==> config.mk <==
export PLATFORM = sky130hd
export DESIGN_NAME = xcvr_mode_ctrl
export DESIGN_NICKNAME = d
export VERILOG_FILES = /design/src/rtl/xmc_pkg.sv /design/src/rtl/xmc_dly_timer.sv /design/src/rtl/xmc_datapath.sv /design/src/rtl/xmc_control.sv /design/src/rtl/xcvr_mode_ctrl.sv
export SDC_FILE = /design/constraint.sdc
export NUM_CORES = 1
export LEC_CHECK = 0
export BUFFER_PORTS_ARGS = -buffer_cell sky130_fd_sc_hd__buf_2
export CORE_MARGIN = 2
export CORE_UTILIZATION = 35
export CTS_BUF_LIST = sky130_fd_sc_hd__clkbuf_4 sky130_fd_sc_hd__clkbuf_8
export DETAILED_ROUTE_END_ITERATION = 10
export PLACE_DENSITY = 0.67
export SETUP_SLACK_MARGIN = 0.5
export SLEW_MARGIN = 5
export SYNTH_ARGS = -nofsm -noshare
export SYNTH_HDL_FRONTEND = slang
export SYNTH_SLANG_ARGS = --single-unit
==> constraint.sdc <==
create_clock -name clk -period 1.9 [get_ports clk]
set_input_delay 0.19 -clock clk [delete_from_list [all_inputs] [get_ports clk]]
set_output_delay 0.19 -clock clk [all_outputs]
set_load 0.03 [all_outputs]
==> src/rtl/xmc_pkg.sv <==
package xmc_pkg;

  typedef enum logic [1:0] {
    MODE_FAILSAFE = 2'b00,
    MODE_NORMAL   = 2'b01,
    MODE_SLEEP    = 2'b10
  } xmcMode_e;

  // strobes from the mode control to the flag datapath
  typedef struct packed {
    logic setWake;
    logic srcLocal;
    logic clrWake;
  } xmcStrobe_t;

endpackage

==> src/rtl/xmc_dly_timer.sv <==
module xmc_dly_timer #(
  parameter int unsigned LIMIT = 7
) (
  input  logic clk,
  input  logic rst_n,
  input  logic armIn,
  input  logic holdIn,
  output logic expire
);
  localparam int unsigned CNT_W = $clog2(LIMIT + 1);
  localparam logic [CNT_W-1:0] LAST = CNT_W'(LIMIT - 1);

  logic             running;
  logic [CNT_W-1:0] cnt;
  logic [CNT_W-1:0] curCnt;
  logic             active;

  always_comb begin
    curCnt = running ? cnt : '0;
    active = armIn | (running & holdIn);
    expire = active && (curCnt == LAST);
  end

  always_ff @(posedge clk) begin
    if (!rst_n) begin
      running <= 1'b0;
      cnt     <= '0;
    end else if (!active || expire) begin
      running <= 1'b0;
      cnt     <= '0;
    end else begin
      running <= 1'b1;
      cnt     <= curCnt + 1'b1;
    end
  end


  cnt_bound_chk: assert property (@(posedge clk) disable iff (!rst_n)
    running |-> (cnt <= LAST));


  cnt_step_chk: assert property (@(posedge clk) disable iff (!rst_n)
    (running && holdIn && !expire) |=> (cnt == $past(cnt) + 1'b1));

endmodule

==> src/rtl/xmc_datapath.sv <==
module xmc_datapath
  import xmc_pkg::*;
#(
  parameter int unsigned NORM_DLY  = 7,
  parameter int unsigned SLEEP_DLY = 12
) (
  input  logic       clk,
  input  logic       rst_n,
  input  xmcMode_e   curMode,
  input  xmcStrobe_t strobe,
  input  logic       enIn,
  input  logic       txdIn,
  input  logic       pwrOk,
  input  logic       supplyOk,
  output logic       normalGo,
  output logic       sleepGo,
  output logic       commEn,
  output logic       inhOn,
  output logic       rxdOe,
  output logic       rxdLow,
  output logic       txdPdStrong
);
  logic isFs, isNorm, isSleep;
  logic prevEn;
  logic wakeReqQ, wakeLocQ;
  logic normArm, sleepArm, sleepHold;

  always_comb begin
    isFs    = (curMode == MODE_FAILSAFE);
    isNorm  = (curMode == MODE_NORMAL);
    isSleep = (curMode == MODE_SLEEP);
  end

  always_ff @(posedge clk) begin
    if (!rst_n) prevEn <= 1'b0;
    else        prevEn <= enIn;
  end

  always_comb begin
    normArm   = isFs & enIn & supplyOk & pwrOk;
    sleepArm  = isNorm & ~enIn & prevEn & txdIn;
    sleepHold = isNorm & ~enIn;
  end

  xmc_dly_timer #(.LIMIT(NORM_DLY)) normTmr_i (
    .clk    (clk),
    .rst_n  (rst_n),
    .armIn  (normArm),
    .holdIn (normArm),
    .expire (normalGo)
  );

  xmc_dly_timer #(.LIMIT(SLEEP_DLY)) sleepTmr_i (
    .clk    (clk),
    .rst_n  (rst_n),
    .armIn  (sleepArm),
    .holdIn (sleepHold),
    .expire (sleepGo)
  );

  always_ff @(posedge clk) begin
    if (!rst_n) begin
      wakeReqQ <= 1'b0;
      wakeLocQ <= 1'b0;
    end else if (strobe.clrWake) begin
      wakeReqQ <= 1'b0;
      wakeLocQ <= 1'b0;
    end else if (strobe.setWake) begin
      wakeReqQ <= 1'b1;
      wakeLocQ <= strobe.srcLocal;
    end
  end

  always_comb begin
    commEn      = isNorm;
    inhOn       = isNorm | (isFs & supplyOk);
    rxdOe       = ~isSleep;
    rxdLow      = isFs & wakeReqQ & ~enIn;
    txdPdStrong = isFs & wakeReqQ & wakeLocQ & ~enIn;
  end


  flags_clear_normal_chk: assert property (@(posedge clk) disable iff (!rst_n)
    isNorm |-> !wakeReqQ);


  strong_needs_req_chk: assert property (@(posedge clk) disable iff (!rst_n)
    txdPdStrong |-> rxdLow);


  rxd_low_driven_chk: assert property (@(posedge clk) disable iff (!rst_n)
    rxdLow |-> (rxdOe && !commEn));

endmodule

==> src/rtl/xmc_control.sv <==
module xmc_control
  import xmc_pkg::*;
(
  input  logic       clk,
  input  logic       rst_n,
  input  logic       pwrOk,
  input  logic       supplyOk,
  input  logic       enIn,
  input  logic       wakeRemote,
  input  logic       wakeLocal,
  input  logic       normalGo,
  input  logic       sleepGo,
  output xmcMode_e   curMode,
  output xmcStrobe_t strobe
);
  xmcMode_e nxtMode;
  logic     anyWake;

  always_comb begin
    anyWake = wakeRemote | wakeLocal;
    nxtMode = curMode;
    if (!pwrOk) begin
      nxtMode = MODE_FAILSAFE;
    end else begin
      unique case (curMode)
        MODE_FAILSAFE: if (normalGo) nxtMode = MODE_NORMAL;
        MODE_NORMAL: begin
          if (!supplyOk)    nxtMode = MODE_FAILSAFE;
          else if (sleepGo) nxtMode = MODE_SLEEP;
        end
        MODE_SLEEP:    if (anyWake) nxtMode = MODE_FAILSAFE;
        default:       nxtMode = MODE_FAILSAFE;
      endcase
    end
  end

  always_comb begin
    strobe.setWake  = pwrOk & (curMode == MODE_SLEEP) & anyWake;
    strobe.srcLocal = wakeLocal;
    strobe.clrWake  = ~pwrOk | (enIn & ~strobe.setWake);
  end

  always_ff @(posedge clk) begin
    if (!rst_n) curMode <= MODE_FAILSAFE;
    else        curMode <= nxtMode;
  end


  pwr_loss_chk: assert property (@(posedge clk) disable iff (!rst_n)
    !pwrOk |=> (curMode == MODE_FAILSAFE));


  normal_from_fs_chk: assert property (@(posedge clk) disable iff (!rst_n)
    $rose(curMode == MODE_NORMAL) |-> ($past(curMode) == MODE_FAILSAFE && $past(enIn)));


  sleep_from_normal_chk: assert property (@(posedge clk) disable iff (!rst_n)
    $rose(curMode == MODE_SLEEP) |-> ($past(curMode) == MODE_NORMAL && !$past(enIn)));


  undervolt_exit_chk: assert property (@(posedge clk) disable iff (!rst_n)
    (pwrOk && !supplyOk && curMode == MODE_NORMAL) |=> (curMode == MODE_FAILSAFE));


  wake_exit_chk: assert property (@(posedge clk) disable iff (!rst_n)
    (pwrOk && curMode == MODE_SLEEP && (wakeRemote || wakeLocal)) |=> (curMode == MODE_FAILSAFE));

endmodule

==> src/rtl/xcvr_mode_ctrl.sv <==
module xcvr_mode_ctrl
  import xmc_pkg::*;
#(
  parameter int unsigned NORM_DLY  = 7,
  parameter int unsigned SLEEP_DLY = 12
) (
  input  logic       clk,
  input  logic       rst_n,
  input  logic       pwrOk,
  input  logic       supplyOk,
  input  logic       enIn,
  input  logic       txdIn,
  input  logic       wakeRemote,
  input  logic       wakeLocal,
  output logic [1:0] mode,
  output logic       commEn,
  output logic       inhOn,
  output logic       rxdOe,
  output logic       rxdLow,
  output logic       txdPdStrong
);
  xmcMode_e   curMode;
  xmcStrobe_t strobe;
  logic       normalGo, sleepGo;

  xmc_control ctrl_i (
    .clk        (clk),
    .rst_n      (rst_n),
    .pwrOk      (pwrOk),
    .supplyOk   (supplyOk),
    .enIn       (enIn),
    .wakeRemote (wakeRemote),
    .wakeLocal  (wakeLocal),
    .normalGo   (normalGo),
    .sleepGo    (sleepGo),
    .curMode    (curMode),
    .strobe     (strobe)
  );

  xmc_datapath #(.NORM_DLY(NORM_DLY), .SLEEP_DLY(SLEEP_DLY)) dp_i (
    .clk         (clk),
    .rst_n       (rst_n),
    .curMode     (curMode),
    .strobe      (strobe),
    .enIn        (enIn),
    .txdIn       (txdIn),
    .pwrOk       (pwrOk),
    .supplyOk    (supplyOk),
    .normalGo    (normalGo),
    .sleepGo     (sleepGo),
    .commEn      (commEn),
    .inhOn       (inhOn),
    .rxdOe       (rxdOe),
    .rxdLow      (rxdLow),
    .txdPdStrong (txdPdStrong)
  );

  assign mode = curMode;

endmodule

; ---- Yosys cells after proc, flatten, opt, wreduce, memory -nomap -nowiden
; Index checks and enable logic that the tools add are counted.
[word_totals]
regBits = 14
output_inout_bits = 7
[classes]
addsub = 2
n_eq_ne = 7
muxes = 9
n_bitwise = 26
reduce_logical = 12
[ops]
columns = cell, count
row1 = 1-bit AND, 16
row2 = 2-bit 2-to-1 mux, 4
row3 = 2-bit case mux with 3 select lines, 1
row4 = 2-bit OR reduction, 3
row5 = 1-bit NOT, 5
row6 = 1-bit bitwise OR, 5
row7 = 4-bit by 1-bit adder with 4-bit output (second input constant), 1
row8 = 4-bit == test (second input constant), 1
row9 = 4-bit 2-to-1 mux, 1
row10 = 2-bit != test (second input constant), 2
row11 = 3-bit by 1-bit adder with 3-bit output (second input constant), 1
row12 = 3-bit == test (second input constant), 1
row13 = 3-bit 2-to-1 mux, 1
row14 = 3-bit != test (second input constant), 1
row15 = 3-bit AND reduction, 1
row16 = 2-bit by 1-bit == test with 1-bit output (second input constant), 1
row17 = 2-bit == test (second input constant), 1
row18 = 1-bit logical AND, 2
row19 = 1-bit zero test, 2
row20 = 2-bit zero test, 1
row21 = 1-bit logical OR, 2
row22 = 1-bit 2-to-1 mux, 2
row23 = 2-bit AND reduction, 1

; ---- Logic depth before layout (Yosys ltp)
[logic_depth]
ltp_word = 9
mapped_depth = 6
depth_no_buf = 6

; ---- Hierarchy
; From an unflattened synthesis, not the netlist that was laid out.
[hier_totals]
hier_cells = 77
area_unflattened_um2 = 694.4
[by_module_without_submodules]
columns = module, n_inst, cells_each, area_per_inst_um2, seq_area_each_um2
row1 = xmc_dly_timer at dp_i.sleepTmr_i, 1, 24, 222.7, 100.1
row2 = xmc_dly_timer at dp_i.normTmr_i, 1, 20, 183.9, 80.1
row3 = xmc_datapath, 1, 19, 167.7, 60.1
row4 = xmc_control, 1, 14, 120.1, 40.0

; ---- Worst setup path after synthesis
; No wires, ideal clock.
[synth_timing]
path_type = reg2out
startpoint = register ctrl_i.curMode[1]
endpoint = output txdPdStrong
arrival_ns = 1.469
path_slack_ns = 0.241
path_stages_with_launch = 2
cell_sequence = dfxtp_1 nor4_1
[synth_via]
elab_chain_len = 4
[synth_rtl]
columns = item, line
row1 = start: declaration, xmc_control.sv:13  ; output xmcMode_e curMode,
row2 = start signal: assignment, xmc_control.sv:45  ; else curMode <= nxtMode;
row3 = 2-bit zero test, xmc_datapath.sv:29  ; isFs = (curMode == MODE_FAILSAFE);
row4 = 1-bit AND (3 in a row), xmc_datapath.sv:79  ; txdPdStrong = isFs & wakeReqQ & wakeLocQ & ~enIn;
row5 = end: declaration, xcvr_mode_ctrl.sv:20  ; output logic txdPdStrong
; No other way between the ends.

; ---- Worst setup path after layout
[layout_timing]
startpoint = register dp_i.sleepTmr_i.running
endpoint = register dp_i.sleepTmr_i.cnt[2]
[layout_via]
elab_chain_len = 5
elab_cells_between_ends = 9
[layout_rtl]
columns = item, line
row1 = start: declaration, xmc_dly_timer.sv:13  ; logic running;
row2 = start signal: assignment, xmc_dly_timer.sv:26  ; running <= 1'b0;
row3 = start signal: assignment, xmc_dly_timer.sv:29  ; running <= 1'b0;
row4 = start signal: assignment, xmc_dly_timer.sv:32  ; running <= 1'b1;
row5 = 4-bit 2-to-1 mux or 1-bit AND (tied branches), "xmc_dly_timer.sv:19, xmc_dly_timer.sv:20"
row6 = 4-bit == test or 1-bit bitwise OR (tied branches), "xmc_dly_timer.sv:21, xmc_dly_timer.sv:20"
row7 = 1-bit logical AND or 1-bit zero test (tied branches), "xmc_dly_timer.sv:21, xmc_dly_timer.sv:28"
row8 = 1-bit logical OR, xmc_dly_timer.sv:28  ; end else if (!active || expire) begin
row9 = 2-bit OR reduction (no source line), n/a
row10 = end signal: assignment, xmc_dly_timer.sv:33  ; cnt <= curCnt + 1'b1;
row11 = end: declaration, xmc_dly_timer.sv:14  ; logic [CNT_W-1:0] cnt;
; Parallel ways exist; a longest one is shown, timed or not.
; A chain may end at the register's enable or synchronous reset.

==> summary.txt <==
Synthesis
  • Post-Syn Nets: 84
  • Synth Area in Simple Gates: 35.6%
  • XOR/XNOR Fraction of Synth Area: 1.35%
  • Synth area leaders: dfxtp_1 43%, ha_1 5.8%, nor2_1 5.2%, nand2_1 4.0%, a21oi_1 3.1%
  • Cell count after synthesis: 73
  • Synth Area in Adders: 5.77%
  • Post-synthesis area per instance: 8.91 sq um
  • Synth Warn #: 0
  • Compound-cell area share of the yosys netlist: 9.23%
  • Unique masters post-synth: 30
  • Mapped cell area: 651 sq um
  • Mux cell area share after synthesis: 3.27%
  • Largest family of logic cells by synthesized area: simple AND/OR/NAND/NOR gates
  • Yosys top cell by area: dfxtp_1
  • Synth Register Bits: 14
  • Register area share after synthesis: 43.1%
  • Synth top area share: 43.1%

Timing
  • Hold Slack: 0.174 ns
  • Final setup viols: 0
  • Relative slew slack: 84.4%
  • Fmax: 0.722 GHz
  • RSZ-0062 raised after global routing: yes
  • Post-route minimum period: 1.39 ns
  • Slew @ Worst Pin: 0.233 ns
  • Worst Clk Skew: 0.00460 ns
  • Fin Setup TNS: 0 ns
  • Fin. Hold Viols: 0
  • Final period util: 72.9%
  • Max-slew violations: 0

Floorplan
  • Initial Util: 37.3%
  • Die W: 47.1 microns
  • I/O pin cnt: 15
  • Core area: 1750 sq um
  • Die H: 47.1 microns
  • # rows: 15
  • Die area: 2220 sq um

Detailed routing
  • Via count: 571
  • Average wire per standard cell: 10.9 microns
  • Final WL: 1290 microns
  • Initial drt markers: 3
  • Routed vias/inst: 4.84
  • TritonRoute pass-1 iters: 4
  • Post-route DRC: 0
  • Final ANT Viol Nets: 0

GRT
  • Largest net degree at the start of global routing: 9
  • Gr ovfl total: 0
  • Initial antenna violation count: 0
  • First-pass GRT wire length: 2020 microns
  • GRT Overall Usage: 13.1%
  • Vias in the first global route: 465

Clock network
  • Root Driver: clkbuf_4
  • Clock transition at the registers of the reported paths: 0.08 ns
  • Clock tree buffer depth: 2
  • Clk_lat worst skew: 0.28 ns
  • CTS Buf Count: 3
  • CTS sink count: 14
  • H-tree depth: 1
  • CTS tree: done

Run status
  • Status: complete, no violations

Final layout
  • Multi-input gate area: 402 sq um
  • ANT cells: 0
  • FILL cells: 169
  • Final instance area: 848 sq um
  • Non-Filler Instances: 118
  • Storage cell area: 289 sq um
  • Layout area overhead: 30.4%
  • Nets: 105
  • Share of cells above drive strength 1: 36.6%

Placed design
  • Cells after DPL: 112
  • IO buf count: 14
  • Placed Area: 776 sq um
  • Detail Placement HPWL: 940 microns
  • Routability cong.: 0.731

Worst setup path
  • CP peak stage delay: 0.36 ns
  • Worst endpoint required time: 2.13 ns
  • Critical path, cell by cell: and2_4 > ha_4 > or3b_1 > a31oi_1 > and4b_1
  • Crit-path max FO: 4
  • Setup slack on the worst flop-to-flop path: 0.51 ns
  • CP Class: flip-flop to flip-flop
  • Critical Path Slowest Stage Cell: dfxtp_4
  • Startpoint Class: flip-flop
  • Critical Path End Type: flip-flop
  • Signal arrival time at the worst endpoint: 1.61 ns

Power
  • Pwr/cell area: 599 nW/um^2
  • Worst vdd ir: 347 uV
  • Static leakage: 0.376 nW

Job
  • Max-Cap Viols: 0

Min path
  • Hold Crit Class: input pin to flip-flop
critical path: cells and delay by family, from the launching register on:
kind	cells	cell delay, ns
adders and majority gates	1	0.15
AOI/OAI and AO/OA	1	0.13
and+or+nand+nor	3	0.70
DFF	1	0.36
layout make-up:
type / instances / area share [%]
Multi-Input combinational cell: 56 / 47.3
Sequential cell: 14 / 34.1
Timing Repair Buffer: 16 / 10.0
Tap cell: 25 / 3.69
Clock buffer: 4 / 3.54
Inverter: 3 / 1.33
stage by stage:
stage / utilization [%] / power [W] / worst slack, ns
floorplan: - / 0.000312 / 0.500
global placement: 44.4 / 0.000327 / 0.456
detailed placement: 44.4 / 0.000327 / 0.399
CTS: 46.8 / 0.000516 / 0.470
global route: 48.6 / 0.000531 / 0.452
finish: 48.6 / 0.000509 / 0.515
routing by layer:
layer  global-route usage, %  part of all wire [%]  vias to the layer above  wire length [microns]
met2                    17.5                    47                        8                    605
met4                    3.33                   1.1                        0                     14
met3                    5.77                   4.4                        2                     57
li1                        -                     -                      301                      -
met5                       0                     0                        -                      0
met1                    19.0                    47                      260                    609
Yosys cell counts:
master / number
mux2_2: 1
and2b_1: 1
nand2b_1: 2
nor2b_2: 1
a211o_1: 1
and2_2: 2
ha_1: 3
nor3b_1: 2
dfxtp_1: 14
nor2_1: 9
nor4_1: 1
and2_1: 3
and4b_1: 1
nand2_1: 7
a21oi_1: 4
xor2_1: 1
nor3_1: 3
and3_1: 1
nand3_1: 2
or3b_1: 1
or4_1: 1
nand4_1: 1
inv_1: 3
o21ai_0: 1
a31oi_1: 2
o21ai_1: 1
o2111ai_1: 1
mux2i_1: 1
nand4b_2: 1
nand4b_1: 1
cells in the final DEF (no fill, tap or decap), types with 2 or more instances in the layout:
cell type / netlist / final
nand3_1: 2 / 2
buf_2: 0 / 14
nand2b_1: 2 / 2
nor3_1: 3 / 3
and2_4: 0 / 2
nor2_1: 9 / 9
buf_4: 0 / 2
clkbuf_4: 0 / 4
ha_1: 3 / 2
inv_1: 3 / 3
and2_1: 3 / 3
dfxtp_1: 14 / 9
dfxtp_2: 0 / 4
nand2_1: 7 / 7
a31oi_1: 2 / 2
nor3b_1: 2 / 2
a21oi_1: 4 / 3
state kept, by name, summed over array words and instances (netlist names):
| register | count |
|---|---|
| dp_i.sleepTmr_i.cnt | 4 |
| dp_i.normTmr_i.cnt | 3 |
| ctrl_i.curMode | 2 |
| dp_i.normTmr_i.running | 1 |
| dp_i.prevEn | 1 |
| dp_i.sleepTmr_i.running | 1 |
| dp_i.wakeLocQ | 1 |
| dp_i.wakeReqQ | 1 |
cell families (layout without fill, tap and decap cells):
kind of cell             Yosys count  count (layout)
flip-flops                        14              14
XOR/XNOR                           1               1
AND/OR/NAND/NOR                   40              40
adder cells (fa/ha/maj)            3               3
buffers and inverters              3              23
AO/OA/AOI/OAI                     10              10
multiplexers                       2               2
timing repair:
item,in CTS,in global routing
gates resized for setup,3,6
setup buffers,1,1
pin swaps,3,2
hold buffers,0,0
setup endpoints to repair,3,5
power breakdown:
part           internal, W  switching [W]  total (W)
sequential        0.000294     0.00000151   0.000295
clock            0.0000956      0.0000924   0.000188
combinational    0.0000104      0.0000147  0.0000252
total             0.000400       0.000109   0.000509
worst paths after layout:
kind,start,to,cells after the start
hold reg to reg,dp_i.sleepTmr_i.cnt[0],dp_i.sleepTmr_i.cnt[0],2
hold / removal,pwrOk,ctrl_i.curMode[0],3
setup reg to reg,dp_i.sleepTmr_i.running,dp_i.sleepTmr_i.cnt[2],5
setup / recovery,dp_i.sleepTmr_i.running,dp_i.sleepTmr_i.cnt[2],5
Power figures use the tool's default switching activity.
